--- config.mk ---
export PLATFORM = sky130hd
export DESIGN_NAME = dp_alu
export DESIGN_NICKNAME = d
export VERILOG_FILES = /design/src/rtl/dp_alu_pkg.sv /design/src/rtl/dp_alu_decode.sv /design/src/rtl/dp_alu_adder.sv /design/src/rtl/dp_alu_logic.sv /design/src/rtl/dp_alu.sv
export SDC_FILE = /design/constraint.sdc
export NUM_CORES = 1
export LEC_CHECK = 0
export BUFFER_PORTS_ARGS = -buffer_cell sky130_fd_sc_hd__buf_2
export CAP_MARGIN = 20
export CELL_PAD_IN_SITES_DETAIL_PLACEMENT = 1
export CELL_PAD_IN_SITES_GLOBAL_PLACEMENT = 1
export CORE_MARGIN = 5
export CORE_UTILIZATION = 25
export CTS_CLUSTER_SIZE = 30
export DETAILED_ROUTE_END_ITERATION = 10
export GPL_TIMING_DRIVEN = 0
export PLACE_DENSITY_LB_ADDON = 0.1
export SLEW_MARGIN = 20
export SYNTH_ARGS = -nofsm -noshare
export SYNTH_HDL_FRONTEND = slang
export SYNTH_SLANG_ARGS = --single-unit
--- constraint.sdc ---
create_clock -name clk -period 12.8 [get_ports clk]
set_input_delay 2.56 -clock clk [delete_from_list [all_inputs] [get_ports clk]]
set_output_delay 2.56 -clock clk [all_outputs]
set_load 0.01 [all_outputs]
--- src/rtl/dp_alu_pkg.sv ---
package dp_alu_pkg;

  typedef enum logic [3:0] {
    OP_AND = 4'd0,  OP_EOR = 4'd1,  OP_SUB = 4'd2,  OP_RSB = 4'd3,
    OP_ADD = 4'd4,  OP_ADC = 4'd5,  OP_SBC = 4'd6,  OP_RSC = 4'd7,
    OP_TST = 4'd8,  OP_TEQ = 4'd9,  OP_CMP = 4'd10, OP_CMN = 4'd11,
    OP_ORR = 4'd12, OP_MOV = 4'd13, OP_BIC = 4'd14, OP_MVN = 4'd15
  } alu_op_e;

  typedef enum logic [1:0] {
    CIN_ZERO = 2'd0,
    CIN_ONE  = 2'd1,
    CIN_FLAG = 2'd2
  } cin_sel_e;

  typedef struct packed {
    logic     arith;
    logic     swap;
    logic     inv_b;
    cin_sel_e cin;
    logic     wr_rd;
    logic     cmp_only;
  } alu_ctrl_t;

  localparam int FLAG_N = 3;
  localparam int FLAG_Z = 2;
  localparam int FLAG_C = 1;
  localparam int FLAG_V = 0;

endpackage

--- src/rtl/dp_alu_decode.sv ---
module dp_alu_decode
  import dp_alu_pkg::*;
(
  input  alu_op_e   op,
  output alu_ctrl_t ctrl
);

  always_comb begin
    ctrl = '{arith: 1'b0, swap: 1'b0, inv_b: 1'b0, cin: CIN_ZERO,
             wr_rd: 1'b1, cmp_only: 1'b0};
    unique case (op)
      OP_ADD, OP_CMN: begin
        ctrl.arith = 1'b1;
      end
      OP_ADC: begin
        ctrl.arith = 1'b1;
        ctrl.cin   = CIN_FLAG;
      end
      OP_SUB, OP_CMP: begin
        ctrl.arith = 1'b1;
        ctrl.inv_b = 1'b1;
        ctrl.cin   = CIN_ONE;
      end
      OP_SBC: begin
        ctrl.arith = 1'b1;
        ctrl.inv_b = 1'b1;
        ctrl.cin   = CIN_FLAG;
      end
      OP_RSB: begin
        ctrl.arith = 1'b1;
        ctrl.swap  = 1'b1;
        ctrl.inv_b = 1'b1;
        ctrl.cin   = CIN_ONE;
      end
      OP_RSC: begin
        ctrl.arith = 1'b1;
        ctrl.swap  = 1'b1;
        ctrl.inv_b = 1'b1;
        ctrl.cin   = CIN_FLAG;
      end
      default: ;
    endcase
    if (op inside {OP_TST, OP_TEQ, OP_CMP, OP_CMN}) begin
      ctrl.wr_rd    = 1'b0;
      ctrl.cmp_only = 1'b1;
    end
  end

endmodule

--- src/rtl/dp_alu_adder.sv ---
module dp_alu_adder #(
  parameter int DATA_W = 32
) (
  input  logic [DATA_W-1:0] rn,
  input  logic [DATA_W-1:0] opnd,
  input  logic              swap,
  input  logic              inv_b,
  input  logic              cin,
  output logic [DATA_W-1:0] sum,
  output logic              cout,
  output logic              ovf
);

  localparam int SUM_W = DATA_W + 1;

  logic [DATA_W-1:0] a_in;
  logic [DATA_W-1:0] b_in;
  logic [SUM_W-1:0]  total;

  always_comb begin
    a_in  = swap ? opnd : rn;
    b_in  = swap ? rn : opnd;
    b_in  = inv_b ? ~b_in : b_in;
    total = {1'b0, a_in} + {1'b0, b_in} + {{DATA_W{1'b0}}, cin};
    sum   = total[DATA_W-1:0];
    cout  = total[DATA_W];
    ovf   = (a_in[DATA_W-1] == b_in[DATA_W-1]) &&
            (total[DATA_W-1] != a_in[DATA_W-1]);
  end

endmodule

--- src/rtl/dp_alu_logic.sv ---
module dp_alu_logic
  import dp_alu_pkg::*;
#(
  parameter int DATA_W = 32
) (
  input  alu_op_e           op,
  input  logic [DATA_W-1:0] rn,
  input  logic [DATA_W-1:0] opnd,
  output logic [DATA_W-1:0] lres
);

  always_comb begin
    unique case (op)
      OP_AND, OP_TST: lres = rn & opnd;
      OP_EOR, OP_TEQ: lres = rn ^ opnd;
      OP_ORR:         lres = rn | opnd;
      OP_MOV:         lres = opnd;
      OP_BIC:         lres = rn & ~opnd;
      OP_MVN:         lres = ~opnd;
      default:        lres = '0;
    endcase
  end

endmodule

--- src/rtl/dp_alu.sv ---
module dp_alu
  import dp_alu_pkg::*;
#(
  parameter int DATA_W = 32
) (
  input  logic              clk,
  input  logic              rst,
  input  logic [3:0]        op,
  input  logic              set_flags,
  input  logic [DATA_W-1:0] rn,
  input  logic [DATA_W-1:0] opnd,
  input  logic              sh_carry,
  input  logic [3:0]        flags_in,
  output logic [DATA_W-1:0] result,
  output logic              result_we,
  output logic [3:0]        flags_out,
  output logic              flags_we
);

  alu_op_e           op_e;
  alu_ctrl_t         ctrl;
  logic              add_cin;
  logic [DATA_W-1:0] sum;
  logic              cout;
  logic              ovf;
  logic [DATA_W-1:0] lres;
  logic [DATA_W-1:0] res_nx;
  logic              upd_nx;
  logic [3:0]        flags_nx;

  assign op_e = alu_op_e'(op);

  dp_alu_decode u_dec (
    .op   (op_e),
    .ctrl (ctrl)
  );

  always_comb begin
    unique case (ctrl.cin)
      CIN_ONE:  add_cin = 1'b1;
      CIN_FLAG: add_cin = flags_in[FLAG_C];
      default:  add_cin = 1'b0;
    endcase
  end

  dp_alu_adder #(.DATA_W(DATA_W)) u_add (
    .rn    (rn),
    .opnd  (opnd),
    .swap  (ctrl.swap),
    .inv_b (ctrl.inv_b),
    .cin   (add_cin),
    .sum   (sum),
    .cout  (cout),
    .ovf   (ovf)
  );

  dp_alu_logic #(.DATA_W(DATA_W)) u_log (
    .op   (op_e),
    .rn   (rn),
    .opnd (opnd),
    .lres (lres)
  );

  always_comb begin
    res_nx = ctrl.arith ? sum : lres;
    upd_nx = ctrl.cmp_only | set_flags;
    if (upd_nx) begin
      flags_nx[FLAG_N] = res_nx[DATA_W-1];
      flags_nx[FLAG_Z] = (res_nx == '0);
      flags_nx[FLAG_C] = ctrl.arith ? cout : sh_carry;
      flags_nx[FLAG_V] = ctrl.arith ? ovf : flags_in[FLAG_V];
    end else begin
      flags_nx = flags_in;
    end
  end

  always_ff @(posedge clk) begin
    if (rst) begin
      result    <= '0;
      result_we <= 1'b0;
      flags_out <= '0;
      flags_we  <= 1'b0;
    end else begin
      result    <= res_nx;
      result_we <= ctrl.wr_rd;
      flags_out <= flags_nx;
      flags_we  <= upd_nx;
    end
  end

  // primed is high when the previous edge saw rst low
  logic primed;
  always_ff @(posedge clk) primed <= !rst;

  // compare and test forms update flags only
  p_cmp_no_write_r5: assert property (@(posedge clk) disable iff (rst)
    (primed && $past(op) inside {4'd8, 4'd9, 4'd10, 4'd11})
      |-> (!result_we && flags_we));

  // flags pass through untouched without an update request
  p_hold_flags_r6: assert property (@(posedge clk) disable iff (rst)
    (primed && !$past(set_flags) && !($past(op) inside {4'd8, 4'd9, 4'd10, 4'd11}))
      |-> (!flags_we && flags_out == $past(flags_in)));

  // logic forms take C from the shifter and keep V
  p_logic_carry_r7: assert property (@(posedge clk) disable iff (rst)
    (primed && $past(set_flags) &&
     $past(op) inside {4'd0, 4'd1, 4'd12, 4'd13, 4'd14, 4'd15})
      |-> (flags_out[FLAG_C] == $past(sh_carry) &&
           flags_out[FLAG_V] == $past(flags_in[FLAG_V])));

  // N and Z follow the registered result whenever flags are written
  p_nz_track_r8: assert property (@(posedge clk) disable iff (rst)
    flags_we |-> (flags_out[FLAG_N] == result[DATA_W-1] &&
                  flags_out[FLAG_Z] == (result == '0)));

  // register write enable follows the previous cycle's operation class
  p_latency_r10: assert property (@(posedge clk) disable iff (rst)
    (primed && !($past(op) inside {4'd8, 4'd9, 4'd10, 4'd11})) |-> result_we);

endmodule

==> run_results.csv <==
group,metric,value,unit
synth,synth_area_leaders,"ha_1, dfxtp_1, o21ai_0",
clocking,clock_sinks,38,
synth,synth_nets,1090,
power_and_ir_drop,p_leak,3.435,nW
synth,synthFlopType,"dfxtp_1",
finish,syn2layout_area_growth,18.65,%
synth,synthCells,947,
finish,final_cell_mix,"nand2_1, buf_2, o21ai_0",
setup_path,crit_path_top_delay_cell,"a221oi_1",
clocking,cts_root_buf,"clkbuf_16",
synth,synthArstFlopShare,0,%
synth,muxShareOfSynthArea,2.099,%
job,maxCapViolCount,0,
route,ant_nets,0,
setup_path,crit_path_max_incr_delay,710,ps
floorplanning,num_rows,58,
synth,synth-xor-area-share,7.815,%
placement,dpl.cell_count,1389,
clocking,cts_tree,"built",
route,viasPerCell,5.314,
setup_path,cpMostUsedCell,"clkbuf_1",
setup_path,crit_chain,"buf_2 -> clkbuf_1 -> buf_2 -> buf_1 -> nand3_1 -> clkbuf_1 -> clkbuf_1 -> buf_1 -> nand2_1 -> o21ai_0 -> ha_1 -> nor2b_1 -> o2111ai_1 -> a211oi_2 -> a211oi_2 -> o31ai_2 -> xor2_1 -> a221oi_1 -> nand4_1 -> or4_1 -> o21ai_1",
sta,worstMarginPinSlew,1082,ps
hold_path,hp-class,"in -> reg",
placement,dpl.hpwl,25670,um
power_and_ir_drop,finalPower,0.0007712,W
route,drt-wirelength-per-cell,22.49,um
synth,ys_warn_count,0,
grt,grtUsageTotal,21.50,%
setup_path,cp-start-kind,"primary input",
floorplanning,die-area,28300,um^2
clocking,cts_buffers,5,
synth,synth_top_area_cell,"ha_1",
grt,grt_antenna_before_repair,1,
floorplanning,initial_core_util,25.15,%
finish,utilization,29.84,%
setup_path,path_max_fanout,10,
floorplanning,coreArea,24890,um^2
setup_path,cp.arrival,9410,ps
finish,nets,1209,
synth,synth_compound_area_share,32.82,%
synth,synth_top_area_share,12.99,%
finish,n_antenna_cell,0,
clocking,clockBufferDepth,2,
floorplanning,die_y,168.2,um
synth,synth_top_family_by_area,"compound AO/OA/AOI/OAI gates",
sta,grt_setup_unrepaired,"no",
setup_path,crit_buf_inv,7,
sta,max_freq,108.8,MHz
synth,synth_edf_count,0,
clocking,post-cts-setup-buffers,0,
clocking,cts_resized,0,
finish,final_cells,1397,
placement,portBuffers,112,
synth,synthAdderAreaFrac,13.63,%
floorplanning,die_x,168.2,um
power_and_ir_drop,pwr_density_cell,103.8,nW/um^2
sta,finalMaxSlewViolations,0,
status,status,"finished, final reports clean",
power_and_ir_drop,ir_worst_vdd,83.25,uV
clocking,postCtsHoldBufs,0,
sta,setup_tns,0,ps
synth,synth.avg_cell_area,6.610,um^2
grt,grt_overflow_total,0,
route,dr_total_vias,7424,
setup_path,critPathKind,"in -> reg",
sta,period_needed,9189,ps
sta,setup_viol,0,
sta,setup_ws,3611,ps
floorplanning,io_pins,114,
synth,synth.cell_area,6260,um^2
route,detail_route.wirelength,31420,um
synth,synth_cell_types,79,
sta,final_hold_viol_count,0,
synth,ys_seq_elements,38,
sta,fin_crit_sh,71.79,%
route,drtIter0Drc,532,
clocking,clk_pin_slew,60,ps
route,dr.pass1.iters,5,
synth,synth-simple-area-share,23.11,%
setup_path,endpoint_kind,"flip-flop",
synth,synth_seq_area_share,12.15,%
grt,grt_pass1_vias,7446,
finish,layout-drive-gt1-share,14.25,%
finish,final_common_cell,"nand2_1",
placement,pre_cts_ws,3387,ps
grt,grt_max_degree,14,
setup_path,cp_top_family,"buffers and inverters",
route,drc,0,
grt,grt_pass1_wl,46740,um
clocking,cts_htree_levels,2,
sta,slew_headroom,27.90,%
setup_path,crit_required,13020,ps
placement,place_congestion,0.8815,
==> power by group <==
group | total [W] | internal (W) | switching [W]
Clock | 0.000159 | 0.000112 | 0.0000471
Combinational | 0.000471 | 0.000169 | 0.000301
Sequential | 0.000142 | 0.000138 | 0.00000387
==> per-layer routing <==
metal | routed length, um | share of wire, % | global-route usage, % | vias up
met5 | 0 | 0 | 0 | -
met4 | 297 | 0.95 | 3.317 | 0
met3 | 1957 | 6.2 | 3.428 | 22
met2 | 13160 | 42 | 32.46 | 201
met1 | 16000 | 51 | 32.60 | 3593
li1 | - | - | - | 3608
==> area by class of cell <==
type,count,area (um^2)
plain buffers,60,242.7
clock buffers,5,125.1
clock inverters,3,68.82
fillers,3196,17460
inverters,75,281.5
multi-input cells,774,4975
flip-flops and latches,38,760.7
well taps,330,412.9
repair buffers,112,560.5
==> Yosys cell counts, types with 5 or more instances <==
master,count
nand2_1,142
o21ai_0,109
nor2_1,85
inv_1,75
a21oi_1,70
ha_1,65
clkbuf_1,41
xnor2_1,41
dfxtp_1,38
nor2b_1,17
nand3_1,16
a211oi_1,14
a22oi_1,14
nand4_1,14
xor2_1,13
mux2i_1,12
a21o_1,11
buf_2,11
nor3_1,11
a31oi_1,10
a221oi_1,8
o22ai_1,8
a32oi_1,7
buf_1,7
and3_1,6
o21a_1,6
a221o_1,5
o221ai_1,5
==> path summary, 6_finish.rpt <==
kind	cells after the start	to	slack (ps)	start
hold / removal	2	flags_we	2510	rst
setup / recovery	21	flags_out[2]	3610	op[1]
==> cell families after synthesis <==
| family | after synthesis |
|---|---|
| mux | 13 |
| flops | 38 |
| buf+inv | 135 |
| compound gates | 317 |
| xor+xnor | 55 |
| fa+ha+maj | 67 |
| simple gates | 322 |
==> registers in the layout, indices dropped and copies added (netlist names) <==
register   count
result        32
flags_out      4
result_we      1
flags_we       1
==> metrics by stage <==
| step | area (um^2) | hold WS, ps |
|---|---|---|
| 4_1_cts | 7427 | 2511 |
| 6_report | 7427 | 2506 |
| 5_1_grt | 7427 | 2516 |
| 2_1_floorplan | 6260 | 2652 |
| 3_3_place_gp | 7233 | 2808 |
| 3_5_place_dp | 7233 | 2804 |
No activity file was read; power rests on OpenSTA's default activity.
